[src/rtl/tmr_cmp_pkg.sv]
package tmr_cmp_pkg;
  typedef enum logic [1:0] {
    COM_OFF    = 2'b00,
    COM_TOGGLE = 2'b01,
    COM_CLEAR  = 2'b10,
    COM_SET    = 2'b11
  } com_e;

  localparam int unsigned N_CH          = 2;
  localparam logic [3:0]  WGM_CTC       = 4'b0100;
  localparam int unsigned ADDR_CTRL_A   = 0;
  localparam int unsigned ADDR_CTRL_B   = 1;
  localparam int unsigned ADDR_OCR_BASE = 2;
endpackage

[src/rtl/tmr_regs.sv]
module tmr_regs
  import tmr_cmp_pkg::*;
#(
  parameter int unsigned CNT_W  = 16,
  parameter int unsigned ADDR_W = 3
) (
  input  logic                             clk_i,
  input  logic                             rst_ni,
  input  logic                             wr_en_i,
  input  logic [ADDR_W-1:0]                wr_addr_i,
  input  logic [7:0]                       wr_data_i,
  output logic [N_CH-1:0][1:0]             com_o,
  output logic [3:0]                       wgm_o,
  output logic                             div8_o,
  output logic [N_CH-1:0][CNT_W-1:0]       ocr_o
);
  localparam int unsigned NBYTES = CNT_W / 8;

  logic [1:0]                       com_a_q, com_b_q, wgm_lo_q, wgm_hi_q;
  logic                             div8_q;
  logic [N_CH-1:0][CNT_W-1:0]       ocr_q;

  always_ff @(posedge clk_i or negedge rst_ni) begin
    if (!rst_ni) begin
      com_a_q  <= '0;
      com_b_q  <= '0;
      wgm_lo_q <= '0;
      wgm_hi_q <= '0;
      div8_q   <= 1'b0;
    end else if (wr_en_i) begin
      if (wr_addr_i == ADDR_W'(ADDR_CTRL_A)) begin
        com_a_q  <= wr_data_i[7:6];
        com_b_q  <= wr_data_i[5:4];
        wgm_lo_q <= wr_data_i[1:0];
      end
      if (wr_addr_i == ADDR_W'(ADDR_CTRL_B)) begin
        div8_q   <= wr_data_i[0];
        wgm_hi_q <= wr_data_i[2:1];
      end
    end
  end

  always_ff @(posedge clk_i or negedge rst_ni) begin
    if (!rst_ni) begin
      ocr_q <= '0;
    end else if (wr_en_i) begin
      for (int c = 0; c < int'(N_CH); c++) begin
        for (int b = 0; b < int'(NBYTES); b++) begin
          if (wr_addr_i == ADDR_W'(int'(ADDR_OCR_BASE) + c * int'(NBYTES) + b))
            ocr_q[c][b*8 +: 8] <= wr_data_i;
        end
      end
    end
  end

  assign com_o  = {com_b_q, com_a_q};
  assign wgm_o  = {wgm_hi_q, wgm_lo_q};
  assign div8_o = div8_q;
  assign ocr_o  = ocr_q;
endmodule

[src/rtl/tmr_prescaler.sv]
module tmr_prescaler #(
  parameter int unsigned DIV = 8
) (
  input  logic clk_i,
  input  logic rst_ni,
  input  logic div_sel_i,
  output logic tick_o
);
  localparam int unsigned PW = $clog2(DIV);

  logic [PW-1:0] pre_q;

  always_ff @(posedge clk_i or negedge rst_ni) begin
    if (!rst_ni)                    pre_q <= '0;
    else if (pre_q == PW'(DIV - 1)) pre_q <= '0;
    else                            pre_q <= pre_q + 1'b1;
  end

  assign tick_o = !div_sel_i || (pre_q == PW'(DIV - 1));
endmodule

[src/rtl/tmr_counter.sv]
module tmr_counter #(
  parameter int unsigned CNT_W = 16
) (
  input  logic             clk_i,
  input  logic             rst_ni,
  input  logic             tick_i,
  input  logic             ctc_i,
  input  logic [CNT_W-1:0] top_i,
  output logic [CNT_W-1:0] cnt_o,
  output logic             ovf_o
);
  localparam logic [CNT_W-1:0] MAXV = {CNT_W{1'b1}};

  logic [CNT_W-1:0] cnt_q;
  logic             ovf_q;

  always_ff @(posedge clk_i or negedge rst_ni) begin
    if (!rst_ni) begin
      cnt_q <= '0;
      ovf_q <= 1'b0;
    end else begin
      ovf_q <= tick_i && !ctc_i && (cnt_q == MAXV);
      if (tick_i) begin
        if (ctc_i && (cnt_q == top_i)) cnt_q <= '0;
        else                           cnt_q <= cnt_q + 1'b1;
      end
    end
  end

  assign cnt_o = cnt_q;
  assign ovf_o = ovf_q;
endmodule

[src/rtl/tmr_cmp_chan.sv]
module tmr_cmp_chan
  import tmr_cmp_pkg::*;
#(
  parameter int unsigned CNT_W = 16
) (
  input  logic             clk_i,
  input  logic             rst_ni,
  input  logic             tick_i,
  input  logic [CNT_W-1:0] cnt_i,
  input  logic [CNT_W-1:0] ocr_i,
  input  com_e             com_i,
  input  logic             port_out_i,
  output logic             level_o,
  output logic             pin_o
);
  logic lvl_q;
  logic hit;

  assign hit = tick_i && (cnt_i == ocr_i);

  always_ff @(posedge clk_i or negedge rst_ni) begin
    if (!rst_ni) begin
      lvl_q <= 1'b0;
    end else if (hit) begin
      case (com_i)
        COM_TOGGLE: lvl_q <= ~lvl_q;
        COM_CLEAR:  lvl_q <= 1'b0;
        COM_SET:    lvl_q <= 1'b1;
        default:    lvl_q <= lvl_q;
      endcase
    end
  end

  assign level_o = lvl_q;
  assign pin_o   = (com_i != COM_OFF) ? lvl_q : port_out_i;
endmodule

[src/rtl/tmr_cmp_wave.sv]
module tmr_cmp_wave
  import tmr_cmp_pkg::*;
#(
  parameter int unsigned CNT_W  = 16,
  parameter int unsigned ADDR_W = 3,
  parameter int unsigned DIV    = 8
) (
  input  logic              clk_i,
  input  logic              rst_ni,
  input  logic              wr_en_i,
  input  logic [ADDR_W-1:0] wr_addr_i,
  input  logic [7:0]        wr_data_i,
  input  logic [1:0]        port_out_i,
  input  logic [1:0]        port_dir_i,
  output logic [1:0]        pin_o,
  output logic [1:0]        pin_oe_o,
  output logic [CNT_W-1:0]  cnt_o,
  output logic              ovf_o
);
  logic [N_CH-1:0][1:0]       com;
  logic [3:0]                 wgm;
  logic                       div8;
  logic [N_CH-1:0][CNT_W-1:0] ocr;
  logic                       tick;
  logic                       ctc;
  logic [N_CH-1:0]            level;

  tmr_regs #(.CNT_W(CNT_W), .ADDR_W(ADDR_W)) u_regs (
    .clk_i     (clk_i),
    .rst_ni    (rst_ni),
    .wr_en_i   (wr_en_i),
    .wr_addr_i (wr_addr_i),
    .wr_data_i (wr_data_i),
    .com_o     (com),
    .wgm_o     (wgm),
    .div8_o    (div8),
    .ocr_o     (ocr)
  );

  tmr_prescaler #(.DIV(DIV)) u_pre (
    .clk_i     (clk_i),
    .rst_ni    (rst_ni),
    .div_sel_i (div8),
    .tick_o    (tick)
  );

  // only one code clears on channel A; all others run free
  assign ctc = (wgm == WGM_CTC);

  tmr_counter #(.CNT_W(CNT_W)) u_cnt (
    .clk_i  (clk_i),
    .rst_ni (rst_ni),
    .tick_i (tick),
    .ctc_i  (ctc),
    .top_i  (ocr[0]),
    .cnt_o  (cnt_o),
    .ovf_o  (ovf_o)
  );

  for (genvar c = 0; c < int'(N_CH); c++) begin : g_ch
    tmr_cmp_chan #(.CNT_W(CNT_W)) u_ch (
      .clk_i      (clk_i),
      .rst_ni     (rst_ni),
      .tick_i     (tick),
      .cnt_i      (cnt_o),
      .ocr_i      (ocr[c]),
      .com_i      (com_e'(com[c])),
      .port_out_i (port_out_i[c]),
      .level_o    (level[c]),
      .pin_o      (pin_o[c])
    );
  end

  assign pin_oe_o = port_dir_i;
endmodule

[config.mk]
export PLATFORM = sky130hd
export DESIGN_NAME = tmr_cmp_wave
export DESIGN_NICKNAME = d
export VERILOG_FILES = /design/src/rtl/tmr_cmp_pkg.sv /design/src/rtl/tmr_regs.sv /design/src/rtl/tmr_prescaler.sv /design/src/rtl/tmr_counter.sv /design/src/rtl/tmr_cmp_chan.sv /design/src/rtl/tmr_cmp_wave.sv
export SDC_FILE = /design/constraint.sdc
export NUM_CORES = 1
export LEC_CHECK = 0
export BUFFER_PORTS_ARGS = -buffer_cell sky130_fd_sc_hd__buf_2
export CAP_MARGIN = 20
export CORE_UTILIZATION = 35
export CTS_BUF_LIST = sky130_fd_sc_hd__clkbuf_16
export DETAILED_ROUTE_END_ITERATION = 12
export MAX_ROUTING_LAYER = met4
export PLACE_DENSITY = 0.6
export SETUP_SLACK_MARGIN = 0.5
export SYNTH_ARGS = -nofsm -noshare
export SYNTH_HDL_FRONTEND = slang
export SYNTH_SLANG_ARGS = --single-unit
[constraint.sdc]
create_clock -name clk_i -period 2.6 [get_ports clk_i]
set_clock_uncertainty 0.05 [all_clocks]
set_input_delay 0.26 -clock clk_i [delete_from_list [all_inputs] [get_ports clk_i]]
set_output_delay 0.26 -clock clk_i [all_outputs]
set_load 0.005 [all_outputs]
==> results of run 1 <==
==> where the power goes <==
part           switching [uW]  internal [uW]
Combinational             313            356
Sequential                187           1170
Clock                     387            616
==> flip-flops by register name, summed over array words and instances, names as in the netlist <==
name / count
u_regs.wgm_hi_q: 2
g_ch.u_ch.level_o: 2
u_regs.div8_o: 1
u_regs.com_a_q: 2
u_regs.wgm_lo_q: 2
u_regs.com_b_q: 2
u_regs.ocr_o: 32
u_pre.pre_q: 3
u_cnt.cnt_o: 16
u_cnt.ovf_o: 1
==> metrics by stage <==
stage               power [uW]  hold slack [ns]  setup WS, ns  cell area (um^2)
floorplan                 1810          -0.0856         0.825              3130
global placement          2030            0.281         0.474              3470
detailed placement        2050            0.272         0.449              3470
CTS                       3060            0.170         0.571              3730
global route              3200            0.188         0.527              3740
finish                    3030            0.179         0.651              3740
==> critical path: stages (launching register included) <==
cell and delay, ns:
dfrtp_1 0.45, xor2_1 0.20, nor4_2 0.38, nand4_2 0.23
nor3_4 0.24, buf_4 0.22, nor2_2 0.06
==> cell type report <==
class	instances	area share
inverters	1	0.00100
flip-flops and latches	63	0.422
clock buffers	9	0.0603
repair buffers	50	0.0817
clock inverters	5	0.00536
multi-input cells	179	0.394
well taps	108	0.0362
==> timing repair <==
action / CTS / global route
gates resized for setup: 0 / 1
cloned: 0 / 0
hold buffers: 1 / 0
endpoints found under the setup margin: 8 / 4
pin swaps: 1 / 1
endpoints found under the hold margin: 26 / 0
buffers inserted: 1 / 0
==> cells in the final DEF, fill, tap and decap left out, types with 4 or more instances in the layout <==
| cell type | synthesis | layout |
|---|---|---|
| nor2_2 | 9 | 9 |
| nand3_1 | 10 | 10 |
| and3_1 | 5 | 5 |
| clkbuf_16 | 0 | 9 |
| xnor2_1 | 15 | 15 |
| o21ai_0 | 5 | 5 |
| xor2_1 | 26 | 26 |
| buf_2 | 4 | 34 |
| nand2_1 | 11 | 11 |
| nor3_1 | 4 | 4 |
| nor4_2 | 4 | 4 |
| mux2_2 | 42 | 42 |
| buf_4 | 4 | 14 |
| nor2_1 | 9 | 9 |
| nand4_1 | 7 | 7 |
| dfrtp_1 | 63 | 63 |
==> final timing paths <==
kind | depth (start not counted) | endpoint | slack (ns)
max reg2reg | 6 | u_cnt.cnt_o[9] | 0.65
min | 2 | u_regs.ocr_o[11] | 0.18
max in group asynchronous | 3 | u_cnt.cnt_o[0] | 1.42
min reg2reg | 1 | u_pre.pre_q[0] | 0.38
min in group asynchronous | 2 | u_regs.ocr_o[23] | 0.45
max | 6 | u_cnt.cnt_o[9] | 0.65
==> logic make-up (layout without fill, tap and decap cells) <==
family / count (synthesis) / after routing
AOI/OAI and AO/OA: 11 / 11
xor gates and xnor gates: 41 / 41
adders and majority gates: 3 / 3
buffers and inverters: 14 / 65
DFF: 63 / 63
muxes: 44 / 44
and+or+nand+nor: 80 / 80
==> per-layer routing <==
| layer | GRT usage | routed length (um) | up-vias |
|---|---|---|---|
| li1 | - | - | 989 |
| met1 | 0.216 | 3290 | 1063 |
| met2 | 0.256 | 3360 | 33 |
| met3 | 0.0354 | 229 | 13 |
| met4 | 0.0620 | 122 | 0 |
| met5 | - | 0 | - |
==> results.md, run 1 <==
* Crit Path Max Fanout at 8
* Final-report max-slew violation count at 0
* Row cnt at 34
* Clk_lat worst skew at between 0.3 and 0.4 ns
* Compound-cell area share of the yosys netlist at 0.0200
* Slew margin rel. at 0.559
* Via count at around 2.1k
* Largest net degree at the start of global routing at 38
* Overflow after GRT at 0
* FMAX at approximately 510 MHz
* Drt initial violations at 98
* WP data required at approximately 2.8 ns
* Synth warn at 0
* Post-synth top area share at 0.503
* Worst setup path startpoint: u_cnt.cnt_o[4]
* Layout cells sized above 1 at 0.397
* Drt wl/cell at about 17 um
* Initial Utilization at 0.361
* Final Hold Viols at 0
* Post-Syn Instances at 256
* Filler instances at 846
* Cts bufs inserted at 9
* Fin cells at a little over 400
* TNS Setup at 0 ns
* Count leader, synth: dfrtp_1
* Drt drc at 0
* H-Tree Depth at 3
* Clock buffer depth at 2
* Post-synth EDFFs at 0
* Simple-gate portion of the synthesized area at 0.165
* Leading area contributor after synthesis: dfrtp_1
* Post-synth design cell area at 3130 um^2
* HP Start: wr_data_i[3]
* Area of the multi-input gates at 1470 um^2
* Minimum clock period at between 1.5 and 2 ns
* Routed Wire Length at approximately 7000 um
* DP HPWL at 5370 um
* Yosys cell types at 39
* Critical Path AT at about 2.1 ns
* Leakage at around 0.0017 uW
* Worst hold-check path type: in2reg
* Status: finished clean
* Vias in the first global route at slightly above 2k
* Synth Area in Adders at 0.0120
* Critical path class: reg2reg
* Mux cell area share after synthesis at 0.157
* Synthesized flop and latch total at 63
* Final-report setup violation count at 0
* RePlAce Congestion at around 0.84
* Initial antenna violation count at 0
* Nets at between 300 and 400
* First-pass GRT wire length at 11400 um
* Ys async rst share at 1.00
* Slew @ Worst Pin at about 0.66 ns
* GRT Resource Usage Total at 0.166
* VDD IR max at 0.359 mV
* Port Buffers at 34
* P per Cell Area at 810 nW/um^2
* I/O Pins at 39
* Total of max-cap violations at 0
* Die area at about 9300 um^2
* Startpoint Class: register
* Clock sinks at 63
* Post-synth net total at between 200 and 300
* Post-route ant nets at 0
* Placed cells at between 300 and 400
* RSZ-0062 raised after global routing: no
* Synth Area in XOR/XNOR at 0.115
* Post-synth top cells: 63 x dfrtp_1, 42 x mux2_2, 26 x xor2_1, 15 x xnor2_1, 11 x nand2_1
* Top post-synthesis cells by area: dfrtp_1 50%, mux2_2 15%, xor2_1 7.3%, xnor2_1 4.2%, nor2_2 1.8%
* Die H at around 97 um
* Post-DR vias/cell at 5.06
* First-pass DRT Iterations at 4
* Die width at around 97 um
* Sequential fraction of the synthesis area at 0.503
* Reg2reg start: u_cnt.cnt_o[4]
* Ant diodes at 0
* Area growth from synthesis to layout at 19.3%
* Dominant synthesized flop cell: dfrtp_1
* Root cell of the clock tree: clkbuf_16
* Main combinational cell family by area after synthesis: simple AND/OR/NAND/NOR gates
* Worst-path clk slew at around 0.05 ns
* Seq. cell area at about 1600 um^2
* Core Area at slightly below 9000 um^2
* Crit end category: register
* Post-Syn Area per Cell at 12.2 um^2
* Post-route clock period utilization at 0.750
* Clock tree from TritonCTS: done
* Final Util at 0.431
Note: power is estimated with default switching activity, not from simulation.
==> run 2, diff against run 1 <==
clock period = 1.9 ns   (was 2.6 ns; I/O delays follow)
==> run 2 against run 1 <==
Via count grew 4.3%. Sequential cell count is the same. Setup slack lost 0.51 ns. First-iteration DRC count shrank 11%. Combinational power grew 67%. Register-to-register slack lost 0.51 ns.
==> results.md, run 2 (synthesis gave the netlist of run 1 again) <==
* TNS Setup at 0 ns (unchanged)
* Die area at 9330 um^2 (unchanged)
* Fin Hold WS at 0.0922 ns (-0.0873 ns)
* GRT Resource Usage Total at 0.179 (+0.0125)
* Drt initial violations at 87 (-11%)
* Critical Path AT at 1.92 ns (-0.19 ns)
* Largest net degree at the start of global routing at 48 (+26%)
* Total of max-cap violations at 0 (unchanged)
* Reg-to-Reg End: g_ch[1].u_ch.level_o
* Status: finished clean
* R2R setup slack at 0.14 ns (-0.51 ns)
* RePlAce Congestion at 0.838 (-0.43%)
* Minimum clock period at 1.76 ns (-0.191 ns)
* Critical path class: reg2reg
* Post-DR vias/cell at 5.05 (about the same)
* H-Tree Depth at 3 (unchanged)
* Commonest non-fill, non-tap cell in the layout: dfrtp_1
* Hold Path End: u_regs.ocr_o[19]
* First-pass DRT Iterations at 4 (unchanged)
* HP Start: wr_data_i[3]
* Clock sinks at 63 (unchanged)
* Final-report setup violation count at 0 (unchanged)
* Die width at 96.6 um (unchanged)
* Ant diodes at 0 (unchanged)
* Initial Utilization at 0.361 (unchanged)
* Clk_lat worst skew at 0.33 ns (about the same)
* P per Cell Area at 1150 nW/um^2 (+42%)
* Final Power at 4690 uW (+55%)
* Drt wl/cell at 17.4 um (+3.0%)
* Drt drc at 0 (unchanged)
* Commonest cells after routing, fill and taps aside: 58 x dfrtp_1, 41 x mux2_2, 33 x buf_2, 28 x buf_4, 26 x xor2_1
* Slew margin rel. at 0.687 (+0.128)
* Placed Area at 3590 um^2 (+3.5%)
* First-pass GRT wire length at 12400 um (+8.7%)
* Die H at 96.6 um (unchanged)
* Vias in the first global route at 2220 (+8.6%)
* Slowest stage delay, CP at 0.41 ns (-0.04 ns)
* Nets at 341 (+4.9%)
* Area growth from synthesis to layout at 30.5%
* Crit end category: register
* Worst hold-check path type: in2reg
* Slew @ Worst Pin at 0.466 ns (-0.196 ns)
* FMAX at 569 MHz (+11%)
* Via count at 2188 (+4.3%)
* WHS Path Cells at 2 (unchanged)
* RSZ-0062 raised after global routing: yes
* Pre-CTS setup slack at 0.0321 ns (-0.417 ns)
* Final worst setup slack at 0.142 ns (-0.509 ns)
* Fin area at 4090 um^2 (+9.4%)
* Max reg flops at 32 (unchanged)
* Crit Path Max Fanout at 5 (-3)
* Slowest-stage cell, CP: nor4_4
* DP HPWL at 5360 um (-0.21%)
* I/O Pins at 39 (unchanged)
* Row cnt at 34 (unchanged)
* Layout cells sized above 1 at 0.511 (+0.113)
* Reg2reg start: u_cnt.cnt_o[10]
* Final-report max-slew violation count at 0 (unchanged)
* Cell family with most CP delay: simple AND/OR/NAND/NOR gates
* Worst-path clk slew at 0.05 ns (about the same)
* CP Buf/Inv Count at 1 (unchanged)
* Routed Wire Length at 7520 um (+7.4%)
* Startpoint Class: register
* Initial antenna violation count at 0 (unchanged)
* Overflow after GRT at 0 (unchanged)
* Clock tree from TritonCTS: done
* WP data required at 2.06 ns (-0.70 ns)
* Post-route clock period utilization at 0.925 (+0.176)
* Worst path cell trace: buf_6, xnor2_2, nand4_1, nor4_4, a21oi_1, nand3b_1
* VDD IR max at 0.516 mV (+44%)
* Final Hold Viols at 0 (unchanged)
* Port Buffers at 34 (unchanged)
* Clock buffer depth at 2 (unchanged)
* Core Area at 8680 um^2 (unchanged)
* Post-route ant nets at 0 (unchanged)
* Cts bufs inserted at 9 (unchanged)
* Leakage at 0.00187 uW (+9.9%)
* Root cell of the clock tree: clkbuf_16
* Register-to-Register Path Depth at 6 (unchanged)
==> run 2: cell count changes in the layout (fill, tap and decap cells not counted), moves of 3 or more <==
cell	change
nor2_1	-5
dfrtp_2	+5
ha_1	-3
buf_6	+3
dfrtp_1	-5
xnor2_1	-6
nor2_2	+3
xnor2_2	+6
buf_4	+14
==> run 2: how the worst max path moves through the flow <==
stage,from,end,slack (ns),cells past startpoint
3_5_place_dp,u_cnt.cnt_o[10],g_ch[1].u_ch.level_o,0.03,6
6_report,u_cnt.cnt_o[10],g_ch[1].u_ch.level_o,0.14,6
3_3_place_gp,u_cnt.cnt_o[10],g_ch[1].u_ch.level_o,0.06,6
2_1_floorplan,u_cnt.cnt_o[5],u_cnt.cnt_o[6],0.13,7
4_1_cts,u_cnt.cnt_o[5],u_cnt.cnt_o[10],0.15,6
5_1_grt,u_cnt.cnt_o[10],g_ch[1].u_ch.level_o,0.06,6
==> run 2: per-layer routing <==
layer	wire, um	vias to the layer above	global-route usage
met5	0	-	-
met4	110	0	0.0666
met3	209	12	0.0383
met2	3580	34	0.264
met1	3620	1110	0.241
li1	-	1032	-
==> run 2: where the power goes <==
part | leakage, uW | internal, uW | switching [uW] | total [uW]
logic | 0.000944 | 607 | 517 | 1120
clock network | 0.000157 | 1130 | 572 | 1700
registers | 0.000771 | 1610 | 265 | 1870
==> run 2: stage by stage <==
stage / util / std cells
3_5_place_dp: 0.414 / 410
2_1_floorplan: - / 256
6_report: 0.471 / 433
4_1_cts: 0.463 / 429
3_3_place_gp: 0.414 / 410
5_1_grt: 0.471 / 433
==> run 2: layout make-up <==
type                       instances  area (um^2)
tap                              108          135
fill                             827         4590
inverter                           1         3.75
timing repair buffer              66          439
sequential                        63         1580
clock buffer                       9          225
multi-input combinational        179         1620
clock inverter                     7         80.1
==> run 2: what timing repair did <==
item / 4_1_cts / 5_1_grt
buffers inserted: 2 / 4
resized for setup: 22 / 9
hold buffers: 1 / 0
hold endpoints to repair: 16 / 0
gates cloned: 0 / 0
setup endpoints to repair: 21 / 21
pin swaps: 7 / 8
==> run 3, diff against run 2 <==
ABC_AREA = 1   (was not set)
==> run 3 against run 2 <==
The flow now finishes with violations (DRC). Die area is 2.3% higher. Via count increased by 31%. Critical path type unchanged. Wire length grew 13%. Setup slack better by 0.14 ns. Critical endpoint is now u_cnt.cnt_o[6]. Clock-buffer cell count unchanged. Clock power barely moved.
==> results.md, run 3 <==
* Reg-to-Reg End: u_cnt.cnt_o[6]
* Largest net degree at the start of global routing at 64 (+33%)
* Top post-synthesis cells by area: dfrtp_1 49%, nand2_1 16%, o21ai_0 7.6%, inv_1 5.7%, nor2_1 5.5%
* HP Start: wr_data_i[7]
* Sequential share of power at 0.364 (-0.035)
* Post-synth top cells: 140 x nand2_1, 63 x dfrtp_1, 49 x inv_1, 49 x o21ai_0, 47 x nor2_1
* Final worst setup slack at 0.284 ns (+0.142 ns)
* Synthesized flop and latch total at 63 (unchanged)
* Dominant synthesized flop cell: dfrtp_1
* Clk pwr share at 0.328 (-0.034)
* Core Area at 8810 um^2 (+1.5%)
* Switching Fraction at 0.325 (+0.0368)
* Die area at 9550 um^2 (+2.3%)
* Pre-CTS setup slack at 0.150 ns (+0.118 ns)
* Root cell of the clock tree: clkbuf_16
* TNS Setup at 0 ns (unchanged)
* VDD IR max at 0.585 mV (+13%)
* Post-synth net total at 438 (+58%)
* Worst-path clk slew at 0.05 ns (about the same)
* Max reg flops at 32 (unchanged)
* Drt drc at 4 (+4)
* Post-DR vias/cell at 4.68 (-7.3%)
* Row cnt at 34 (unchanged)
* H-Tree Depth at 3 (unchanged)
* DP HPWL at 5690 um (+6.1%)
* Minimum clock period at 1.62 ns (-0.142 ns)
* Via count at 2866 (+31%)
* Layout cells sized above 1 at 0.355 (-0.156)
* Register-to-Register Path Depth at 9 (+3)
* Internal power at 3480 uW (+4.3%)
* Leading area contributor after synthesis: dfrtp_1
* Yosys cell types at 25 (-36%)
* Psw at 1680 uW (+24%)
* Count leader, synth: nand2_1
* Final Hold Viols at 0 (unchanged)
* Clock tree from TritonCTS: done
* Overflow after GRT at 0 (unchanged)
* Leakage at 0.00222 uW (+19%)
* RePlAce Congestion at 0.811 (-3.2%)
* Ant diodes at 0 (unchanged)
* Port Buffers at 34 (unchanged)
* R2R setup slack at 0.28 ns (+0.14 ns)
* Die H at 97.7 um (+1.1%)
* Critical path class: reg2reg
* Violated checks: DRC
* P per Cell Area at 1160 nW/um^2 (+0.84%)
* Area growth from synthesis to layout at 39.0%
* Critical Path AT at 1.78 ns (-0.14 ns)
* Total of max-cap violations at 0 (unchanged)
* GRT Resource Usage Total at 0.191 (+0.0122)
* WP data required at 2.06 ns (about the same)
* Ys async rst share at 1.00 (unchanged)
* Initial Utilization at 0.364 (+0.00315)
* First-pass DRT Iterations at 8 (+4)
* Placed Area at 3570 um^2 (-0.70%)
* Post-Syn Area per Cell at 7.69 um^2 (-37%)
* Post-synth EDFFs at 0 (unchanged)
* Reg2reg start: u_pre.pre_q[0]
* Nets at 521 (+53%)
* Routed Wire Length at 8500 um (+13%)
* Post-Syn Instances at 417 (+63%)
* Startpoint Class: register
* Post-route clock period utilization at 0.850 (-0.0749)
* Drt initial violations at 187 (+110%)
* Cts bufs inserted at 9 (unchanged)
* Commonest non-fill, non-tap cell in the layout: nand2_1
* Clock sinks at 63 (unchanged)
* Drt wl/cell at 13.9 um (-20%)
* Fin area at 4460 um^2 (+9.0%)
* Post-synth top area share at 0.492 (-0.0116)
* Final-report max-slew violation count at 0 (unchanged)
* Fin Hold WS at 0.175 ns (+0.0830 ns)
* Commonest cells after routing, fill and taps aside: 124 x nand2_1, 53 x dfrtp_1, 49 x o21ai_0, 44 x buf_4, 41 x inv_1
* Hold Path End: u_regs.ocr_o[7]
* Status: finished with violations
* Sequential fraction of the synthesis area at 0.492 (-0.0116)
* WHS Path Cells at 3 (+1)
* Initial antenna violation count at 0 (unchanged)
* Clk_lat worst skew at 0.32 ns (about the same)
* First-pass GRT wire length at 13500 um (+9.3%)
* Slew margin rel. at 0.700 (+0.0129)
* Clock buffer depth at 2 (unchanged)
* Comb power frac at 0.308 (+0.068)
* Post-route ant nets at 0 (unchanged)
* Die width at 97.7 um (+1.1%)
* Worst hold-check path type: in2reg
* Slew @ Worst Pin at 0.449 ns (-0.0168 ns)
* Synth warn at 0 (unchanged)
* Crit Path Max Fanout at 6 (+1)
* Vias in the first global route at 2717 (+22%)
* I/O Pins at 39 (unchanged)
* Crit end category: register
* Final-report setup violation count at 0 (unchanged)
* FMAX at 619 MHz (+8.8%)
* Post-synth design cell area at 3210 um^2 (+2.4%)
* RSZ-0062 raised after global routing: yes
-- run 3: cell count changes after synthesis, moves of 4 or more --
cell | previous run | this run
buf_2 | 4 | 0
nand2_1 | 11 | 140
inv_2 | 0 | 4
inv_1 | 1 | 49
mux2_2 | 42 | 0
and3_1 | 5 | 0
nor2_2 | 9 | 1
nor2_1 | 9 | 47
nor4_2 | 4 | 0
xor2_1 | 26 | 15
o21ai_0 | 5 | 49
xnor2_1 | 15 | 7
-- run 3: area by class of cell --
class                   count  area, um^2
clock buffers               9         225
clock inverters             6        77.6
fillers                   818        4350
inverters                  53         214
multi-input cells         289        1620
flip-flops and latches     63        1590
well taps                 108         135
repair buffers             84         598
-- run 3: worst max path at each step --
stage	startpoint	to	slack, ns	cells after the start
floorplan	u_pre.pre_q[0]	u_cnt.cnt_o[11]	0.34	10
CTS	u_pre.pre_q[0]	u_cnt.cnt_o[11]	0.31	10
finish	u_pre.pre_q[0]	u_cnt.cnt_o[6]	0.28	9
global route	u_pre.pre_q[0]	u_cnt.cnt_o[11]	0.20	10
global placement	u_cnt.cnt_o[0]	u_cnt.cnt_o[14]	0.21	9
detailed placement	u_pre.pre_q[0]	u_cnt.cnt_o[8]	0.15	9
-- run 3: routing by layer --
metal	share of wire	vias to the layer above	wire, um	track usage
met5	0	-	0	-
met4	0.0085	0	72	0.0629
met3	0.049	7	415	0.0453
met2	0.48	58	4050	0.297
met1	0.47	1349	3970	0.245
li1	-	1452	-	-
-- run 3: repair_timing --
item                                   4_1_cts  5_1_grt
cloned                                       0        1
hold buffers                                 1        0
resized for setup                           31       54
pin swaps                                   14       17
setup buffers                               19       18
setup endpoints to repair                   20       21
endpoints found under the hold margin       63        0
-- run 3: cell families (layout without fill, tap and decap cells) --
logic type / count (synthesis) / after routing / synth area share
buffers and inverters: 65 / 152 / 0.0839
XOR/XNOR: 22 / 22 / 0.0601
adder cells (fa/ha/maj): 3 / 3 / 0.0117
AO/OA/AOI/OAI: 51 / 51 / 0.0812
AND/OR/NAND/NOR: 213 / 213 / 0.272
flip-flops: 63 / 63 / 0.492
-- run 3: power groups by stage --
stage / registers, uW / clock network [uW] / logic [uW]
6_report: 1880 / 1690 / 1590
5_1_grt: 1910 / 1770 / 1790
4_1_cts: 1880 / 1710 / 1290
3_5_place_dp: 1880 / 0 / 1100
3_3_place_gp: 1880 / 0 / 1080
2_1_floorplan: 1820 / 0 / 764
-- run 3: worst max-delay path, stage by stage, from the launching register on --
cell and delay (ns):
dfrtp_1 0.40, ha_4 0.17, ha_4 0.16, inv_4 0.07
nand2_8 0.08, nand2_2 0.14, nor2_4 0.06, buf_4 0.14
xor2_2 0.18, nor2_4 0.05
-- run 3: through the flow --
step / cells / power, uW / util
5_1_grt: 612 / 5470 / 0.506
3_3_place_gp: 558 / 2960 / 0.405
4_1_cts: 593 / 4870 / 0.467
2_1_floorplan: 417 / 2580 / -
3_5_place_dp: 558 / 2980 / 0.405
6_report: 612 / 5160 / 0.506
